## config.mk

```make
export PLATFORM = sky130hd
export DESIGN_NAME = mainclk_switch
export DESIGN_NICKNAME = d
export VERILOG_FILES = /design/src/rtl/mcs_pkg.sv /design/src/rtl/mcs_stab_counter.sv /design/src/rtl/mcs_handover.sv /design/src/rtl/mcs_regs.sv /design/src/rtl/mainclk_switch.sv
export SDC_FILE = /design/constraint.sdc
export NUM_CORES = 1
export LEC_CHECK = 0
export ABC_AREA = 0
export BUFFER_PORTS_ARGS = -buffer_cell sky130_fd_sc_hd__buf_4
export CAP_MARGIN = 10
export CORE_MARGIN = 5
export CORE_UTILIZATION = 59
export DETAILED_ROUTE_END_ITERATION = 8
export MAX_ROUTING_LAYER = met4
export PLACE_DENSITY = 0.83
export SETUP_SLACK_MARGIN = 0.02
export SKIP_CTS_REPAIR_TIMING = 1
export SYNTH_ARGS = -nofsm -noshare
export SYNTH_HDL_FRONTEND = slang
export SYNTH_SLANG_ARGS = --single-unit
```

## constraint.sdc

```tcl
create_clock -name clk -period 4.3 [get_ports clk]
set_input_delay 0.86 -clock clk [delete_from_list [all_inputs] [get_ports clk]]
set_output_delay 0.86 -clock clk [all_outputs]
set_load 0.01 [all_outputs]
```

## src/rtl/mcs_pkg.sv

```systemverilog
// Package: shared register addresses and the mode field layout for the
// main clock switch. Assumes an 8-bit register bus.
package mcs_pkg;
    localparam int ADDR_W = 3;
    localparam int DATA_W = 8;

    localparam logic [ADDR_W-1:0] A_MODE  = 3'd0;
    localparam logic [ADDR_W-1:0] A_WAIT  = 3'd1;
    localparam logic [ADDR_W-1:0] A_STOP  = 3'd2;
    localparam logic [ADDR_W-1:0] A_CSEL  = 3'd3;
    localparam logic [ADDR_W-1:0] A_STAT  = 3'd4;

    localparam int MODE_EXT_BIT  = 7;
    localparam int MODE_PIN_BIT  = 6;
    localparam int MODE_GAIN_BIT = 0;

    typedef struct packed {
        logic ext_clk;
        logic pin_en;
        logic gain_hi;
    } mode_t;

    typedef enum logic [1:0] {
        SRC_NONE   = 2'b00,
        SRC_XTAL   = 2'b01,
        SRC_EXTCLK = 2'b11
    } src_kind_e;
endpackage

```

## src/rtl/mcs_stab_counter.sv

```systemverilog
// Module: stabilization counter. It counts main-oscillator tick pulses while
// enabled and is held at zero while cleared. It saturates at the top
// threshold and reports a thermometer of the thresholds reached.
// Assumes osc ticks already arrive in the clk domain.
module mcs_stab_counter #(
    parameter int NSTEP    = 8,
    parameter int BASE_EXP = 8
) (
    input  logic             clk,
    input  logic             rst_n,
    input  logic             clear_i,
    input  logic             count_en_i,
    input  logic             tick_i,
    output logic [NSTEP-1:0] thermo_o
);
    localparam int CW = BASE_EXP + NSTEP;
    localparam logic [CW-1:0] ONE  = {{(CW-1){1'b0}}, 1'b1};
    localparam logic [CW-1:0] CMAX = ONE << (CW - 1);

    logic [CW-1:0] cnt_q;

    // Count ticks, clear while stopped, stop at the top threshold.
    always_ff @(posedge clk) begin
        if (!rst_n || clear_i) begin
            cnt_q <= '0;
        end else if (count_en_i && tick_i && cnt_q < CMAX) begin
            cnt_q <= cnt_q + ONE;
        end
    end

    for (genvar k = 0; k < NSTEP; k++) begin : g_thr
        assign thermo_o[k] = (cnt_q >= (ONE << (BASE_EXP + k)));
    end

    p_cnt_cleared_r4: assert property (@(posedge clk) disable iff (!rst_n)
        clear_i |=> (cnt_q == '0));
    p_cnt_bound_r4: assert property (@(posedge clk) disable iff (!rst_n)
        cnt_q <= CMAX);
    p_thermo_shape_r4: assert property (@(posedge clk) disable iff (!rst_n)
        ((thermo_o + 1'b1) & thermo_o) == '0);
    p_cnt_frozen_r4: assert property (@(posedge clk) disable iff (!rst_n)
        (!clear_i && !(count_en_i && tick_i)) |=> $stable(cnt_q));
endmodule

```

## src/rtl/mcs_handover.sv

```systemverilog
// Module: handover tracker. It delays the clock select through a chain of
// flops and reports the source that the CPU actually runs from.
// Assumes the glitch-free mux completes within the stage count.
module mcs_handover #(
    parameter int STAGES = 2
) (
    input  logic clk,
    input  logic rst_n,
    input  logic sel_i,
    output logic active_main_o
);
    logic [STAGES-1:0] pipe_q;

    // Shift the select through the synchronizing stages.
    always_ff @(posedge clk) begin
        if (!rst_n) begin
            pipe_q <= '0;
        end else begin
            pipe_q <= {pipe_q[STAGES-2:0], sel_i};
        end
    end

    assign active_main_o = pipe_q[STAGES-1];

    p_active_rise_r8: assert property (@(posedge clk) disable iff (!rst_n)
        $rose(active_main_o) |-> $past(sel_i));
    p_active_fall_r8: assert property (@(posedge clk) disable iff (!rst_n)
        $fell(active_main_o) |-> !$past(sel_i));
endmodule

```

## src/rtl/mcs_regs.sv

```systemverilog
// Module: register file and switch policy. It holds the write-once mode,
// the wait select, the stop bit and the clock select. It decides whether a
// request for the main clock and a stop write may take effect.
// Assumes one write per cycle.
module mcs_regs
    import mcs_pkg::*;
#(
    parameter int NSTEP = 8,
    localparam int SELW = (NSTEP > 1) ? $clog2(NSTEP) : 1
) (
    input  logic              clk,
    input  logic              rst_n,
    input  logic              wr_en_i,
    input  logic [ADDR_W-1:0] addr_i,
    input  logic [DATA_W-1:0] wdata_i,
    input  logic [NSTEP-1:0]  thermo_i,
    input  logic              active_main_i,
    output mode_t             mode_o,
    output logic [SELW-1:0]   wait_sel_o,
    output logic              stop_o,
    output logic              sel_main_o
);
    logic      mode_locked_q;
    mode_t     mode_q;
    logic [SELW-1:0] wait_q;
    logic      stop_q;
    logic      sel_q;
    src_kind_e kind;
    logic      main_ready;
    logic      stop_blocked;

    // Classify the configured main source from the mode fields.
    always_comb begin
        if (!mode_q.pin_en)      kind = SRC_NONE;
        else if (mode_q.ext_clk) kind = SRC_EXTCLK;
        else                     kind = SRC_XTAL;
    end

    // Decide whether the main clock may be selected now.
    always_comb begin
        case (kind)
            SRC_XTAL:   main_ready = !stop_q && thermo_i[wait_q];
            SRC_EXTCLK: main_ready = !stop_q;
            default:    main_ready = 1'b0;
        endcase
    end

    assign stop_blocked = sel_q || active_main_i;

    // Mode register: take only the first write after reset.
    always_ff @(posedge clk) begin
        if (!rst_n) begin
            mode_q        <= '0;
            mode_locked_q <= 1'b0;
        end else if (wr_en_i && addr_i == A_MODE && !mode_locked_q) begin
            mode_q.ext_clk <= wdata_i[MODE_EXT_BIT];
            mode_q.pin_en  <= wdata_i[MODE_PIN_BIT];
            mode_q.gain_hi <= wdata_i[MODE_GAIN_BIT];
            mode_locked_q  <= 1'b1;
        end
    end

    // Wait select register.
    always_ff @(posedge clk) begin
        if (!rst_n) begin
            wait_q <= '0;
        end else if (wr_en_i && addr_i == A_WAIT) begin
            wait_q <= wdata_i[SELW-1:0];
        end
    end

    // Stop bit: setting it is refused while the main clock is in use.
    always_ff @(posedge clk) begin
        if (!rst_n) begin
            stop_q <= 1'b1;
        end else if (wr_en_i && addr_i == A_STOP) begin
            if (!wdata_i[0])        stop_q <= 1'b0;
            else if (!stop_blocked) stop_q <= 1'b1;
        end
    end

    // Clock select: returning to internal is free, main is gated.
    always_ff @(posedge clk) begin
        if (!rst_n) begin
            sel_q <= 1'b0;
        end else if (wr_en_i && addr_i == A_CSEL) begin
            if (!wdata_i[0])     sel_q <= 1'b0;
            else if (main_ready) sel_q <= 1'b1;
        end
    end

    assign mode_o     = mode_q;
    assign wait_sel_o = wait_q;
    assign stop_o     = stop_q;
    assign sel_main_o = sel_q;

    p_mode_once_r2: assert property (@(posedge clk) disable iff (!rst_n)
        mode_locked_q |=> $stable(mode_q));
    p_no_main_without_pin_r3: assert property (@(posedge clk) disable iff (!rst_n)
        sel_q |-> mode_q.pin_en);
    p_xtal_gate_r5: assert property (@(posedge clk) disable iff (!rst_n)
        $rose(sel_q) && !mode_q.ext_clk |-> $past(thermo_i[wait_q]));
    p_main_needs_run_r7: assert property (@(posedge clk) disable iff (!rst_n)
        $rose(sel_q) |-> $past(!stop_q));
    p_stop_hold_r9: assert property (@(posedge clk) disable iff (!rst_n)
        (sel_q || active_main_i) |-> !stop_q);
endmodule

```

## src/rtl/mainclk_switch.sv

```systemverilog
// Module: top of the main clock source switch controller. It ties the
// register file, the stabilization counter and the handover tracker
// together and provides the combinational read mux.
// Assumes a single clock domain (internal oscillator).
module mainclk_switch
    import mcs_pkg::*;
#(
    parameter int NSTEP    = 8,
    parameter int BASE_EXP = 8,
    parameter int HANDOVER_STAGES = 2
) (
    input  logic              clk,
    input  logic              rst_n,
    input  logic              wr_en_i,
    input  logic [ADDR_W-1:0] addr_i,
    input  logic [DATA_W-1:0] wdata_i,
    output logic [DATA_W-1:0] rdata_o,
    input  logic              osc_tick_i,
    output logic              clk_sel_o
);
    localparam int SELW = (NSTEP > 1) ? $clog2(NSTEP) : 1;

    mode_t            mode;
    logic [SELW-1:0]  wait_sel;
    logic             stop;
    logic             sel_main;
    logic             active_main;
    logic [NSTEP-1:0] thermo;

    mcs_regs #(.NSTEP(NSTEP)) u_regs (
        .clk           (clk),
        .rst_n         (rst_n),
        .wr_en_i       (wr_en_i),
        .addr_i        (addr_i),
        .wdata_i       (wdata_i),
        .thermo_i      (thermo),
        .active_main_i (active_main),
        .mode_o        (mode),
        .wait_sel_o    (wait_sel),
        .stop_o        (stop),
        .sel_main_o    (sel_main)
    );

    mcs_stab_counter #(.NSTEP(NSTEP), .BASE_EXP(BASE_EXP)) u_cnt (
        .clk        (clk),
        .rst_n      (rst_n),
        .clear_i    (stop),
        .count_en_i (mode.pin_en),
        .tick_i     (osc_tick_i),
        .thermo_o   (thermo)
    );

    mcs_handover #(.STAGES(HANDOVER_STAGES)) u_hand (
        .clk           (clk),
        .rst_n         (rst_n),
        .sel_i         (sel_main),
        .active_main_o (active_main)
    );

    // Read mux over the register map.
    always_comb begin
        rdata_o = '0;
        case (addr_i)
            A_MODE: begin
                rdata_o[MODE_EXT_BIT]  = mode.ext_clk;
                rdata_o[MODE_PIN_BIT]  = mode.pin_en;
                rdata_o[MODE_GAIN_BIT] = mode.gain_hi;
            end
            A_WAIT: rdata_o[SELW-1:0]  = wait_sel;
            A_STOP: rdata_o[0]         = stop;
            A_CSEL: rdata_o[1:0]       = {active_main, sel_main};
            A_STAT: rdata_o[NSTEP-1:0] = thermo;
            default: rdata_o = '0;
        endcase
    end

    assign clk_sel_o = sel_main;

    p_sel_out_r6: assert property (@(posedge clk) disable iff (!rst_n)
        $rose(clk_sel_o) |-> $past(wr_en_i && addr_i == A_CSEL && wdata_i[0]));
    p_back_to_int_r10: assert property (@(posedge clk) disable iff (!rst_n)
        (wr_en_i && addr_i == A_CSEL && !wdata_i[0]) |=> !clk_sel_o);
endmodule

```

==> results_dict.tcl <==
set metrics [dict create \
    status "complete, no violations" \
    finalHoldViolCount 0 \
    path_max_fanout 5 \
    yosys_register_bits 27 \
    ir_drop_mv 0.209 \
    ys.flop_type "dfxtp_1" \
    routed-via-count 1266 \
    fin_crit_sh 0.663 \
    pre_cts_ws_ns 1.61 \
    critical_path_class "flip-flop to primary output" \
    placementRows 18 \
    finalSetupViolCount 0 \
    synth_nets 183 \
    dp.cells 207 \
    synthDistinctLibCells 47 \
    yosys_warnings 0 \
    grt_use_total 0.182 \
    slew_headroom 0.599 \
    drtIter0Drc 52 \
    ctsLongestPathBuffers 2 \
    dpl_cell_area_mm2 0.00159 \
    drc 0 \
    start_util 0.602 \
    arrival_ns 1.99 \
    max_stage_delay_ns 0.45 \
    num-nets-final 199 \
    grt_max_degree 17 \
    core_mm2 0.00241 \
    clk_latency_ns 0.32 \
    port_buffers 20 \
    worstPathRequired_ns 3.44 \
    whs_path_depth 1 \
    routed_wl_um 2860 \
    die_area_mm2 0.00355 \
    r2r_slack_ns 2.56 \
    syn_area_mm2 0.00145 \
    grt_pass1_vias 1139 \
    syn_to_final_growth_pct 11.8 \
    die_x_um 59.6 \
    cellLeakagePower_nw 0.600 \
    grt.overflow.total 0 \
    grt_pass1_wl_um 4910 \
    viasPerCell 6.00 \
    crit_slowest_cell "or3_1" \
    layout-drive-gt1-share 0.177 \
    stdcell_count 211 \
    fin_crit_ns 2.85 \
    cts_made_buffers 3 \
    powerDensity_mw_per_mm2 241 \
    async_flop_share 0 \
    antennaDiodeCount 0 \
    dr.pass1.iters 4 \
    wl_per_cell_um 13.6 \
    worst_slew_pin_slew_ns 0.602 \
    grt_antenna_before_repair 0 \
    die_y_um 59.6 \
    syn-instance-count 166 \
    syn_area_per_cell_um2 8.74 \
    clk_pin_slew_ns 0.15 \
    cp-end-kind "primary output" \
    synth_edf_count 0 \
    crit_path_frequent_cell "or3_1" \
    yosysSeqAreaShare 0.372 \
    clock.fmax_mhz 351 \
    min_path_type "flip-flop to flip-flop" \
    ant_nets 0 \
    cts-root-buf "clkbuf_4" \
    grt_setup_unrepaired "no" \
    io_pins 24 \
    final.setup_skew_ns 0.00454 \
    cts_tree "done" \
    clock-sinks 27 \
    fillCellCount 188 \
    cts.htree.levels 1 \
    routabilityCongestion 0.756 \
    maxSlewViolCount 0 \
    final_area_mm2 0.00162 \
    fin_ws_ns 1.45 \
    dp_hpwl_um 2180 \
    rr_worst_depth 5 \
    setup_tns_ns 0 \
    worst_setup_path_start_kind "flip-flop" \
    crit_chain "or3_1 -> or3_1 -> nor4_1 -> o22ai_1 -> buf_4" \
    cap_violations 0 \
]
==> routing by layer <==
layer / global-route usage / vias to the layer above / share of wire / routed length, um
li1: - / 623 / - / -
met3: 0.0283 / 2 / 0.041 / 117
met1: 0.235 / 614 / 0.48 / 1380
met2: 0.289 / 27 / 0.47 / 1350
met4: 0.0633 / 0 / 0.0056 / 16
met5: - / - / 0 / 0
==> Yosys cell counts (3+ instances only) <==
cell / instances / area share
or3_1: 3 / 0.013
nand3_1: 3 / 0.010
inv_1: 6 / 0.016
buf_2: 4 / 0.014
dfxtp_1: 27 / 0.37
mux2i_1: 9 / 0.062
and3_1: 4 / 0.017
nand2_1: 9 / 0.023
a31oi_1: 3 / 0.013
nor2b_1: 10 / 0.043
nor3_1: 7 / 0.024
a21oi_1: 7 / 0.024
o21ai_0: 3 / 0.010
xnor2_1: 5 / 0.030
clkbuf_1: 4 / 0.010
nor2_1: 19 / 0.049
nand4_1: 3 / 0.013
xor2_1: 3 / 0.018
==> worst max-delay path, delay by kind of cell, from the launching register on <==
kind	cells	cell delay [ns]
and+or+nand+nor	3	1.01
DFF	1	0.37
AOI/OAI and AO/OA	1	0.13
buffers and inverters	1	0.16
==> cell families (layout without fill, tap and decap cells) <==
logic type	count (synthesis)	after routing	synth area share
AO/OA/AOI/OAI	27	27	0.127
XOR/XNOR	8	8	0.0483
adder cells (fa/ha/maj)	2	2	0.0172
buffers and inverters	15	30	0.0474
flip-flops	27	27	0.372
multiplexers	10	10	0.0776
AND/OR/NAND/NOR	77	77	0.310
==> power breakdown <==
| group | switching (mW) | internal, mW |
|---|---|---|
| clock network | 0.0732 | 0.0355 |
| logic | 0.0137 | 0.0142 |
| registers | 0.00193 | 0.252 |
| total | 0.0888 | 0.302 |
==> path summary, 6_finish.rpt <==
path                    startpoint               end
setup reg to reg    u_cnt.cnt_q[1]   u_cnt.cnt_q[12]
setup / recovery   u_cnt.cnt_q[13]        rdata_o[0]
hold reg to reg   u_hand.pipe_q[0]  u_hand.pipe_q[1]
hold / removal    u_hand.pipe_q[0]  u_hand.pipe_q[1]
==> registers in the layout (all words and copies together) (netlist names) <==
register and count:
u_cnt.cnt_q 16, u_hand.pipe_q 2, u_regs.mode_locked_q 1, u_regs.mode_o 3, u_regs.sel_main_o 1, u_regs.stop_o 1, u_regs.wait_sel_o 3
==> area by class of cell <==
type	instances	area, um2	area share
Sequential cell	27	541	0.333
Timing Repair Buffer	20	150	0.0925
Multi-Input combinational cell	124	842	0.519
Inverter	6	22.5	0.0139
Tap cell	30	37.5	0.0231
Clock inverter	1	7.51	0.00463
Clock buffer	3	22.5	0.0139
==> metrics by stage <==
| stage | total power [mW] | hold WS (ns) | util |
|---|---|---|---|
| 2_1_floorplan | 0.275 | 0.412 | - |
| 3_3_place_gp | 0.286 | 0.417 | 0.661 |
| 3_5_place_dp | 0.287 | 0.429 | 0.661 |
| 4_1_cts | 0.394 | 0.462 | 0.673 |
| 5_1_grt | 0.410 | 0.474 | 0.673 |
| 6_report | 0.390 | 0.455 | 0.673 |
==> cell usage in the layout (no fill, tap or decap), types with 4 or more instances in the layout <==
cell	netlist	layout
xnor2_1	5	5
buf_4	0	20
a21oi_1	7	7
mux2i_1	9	9
dfxtp_1	27	27
nor3_1	7	7
nor2_1	19	19
inv_1	6	6
nor2b_1	10	10
and3_1	4	4
nand2_1	9	9
(Power assumes the default switching activity.)
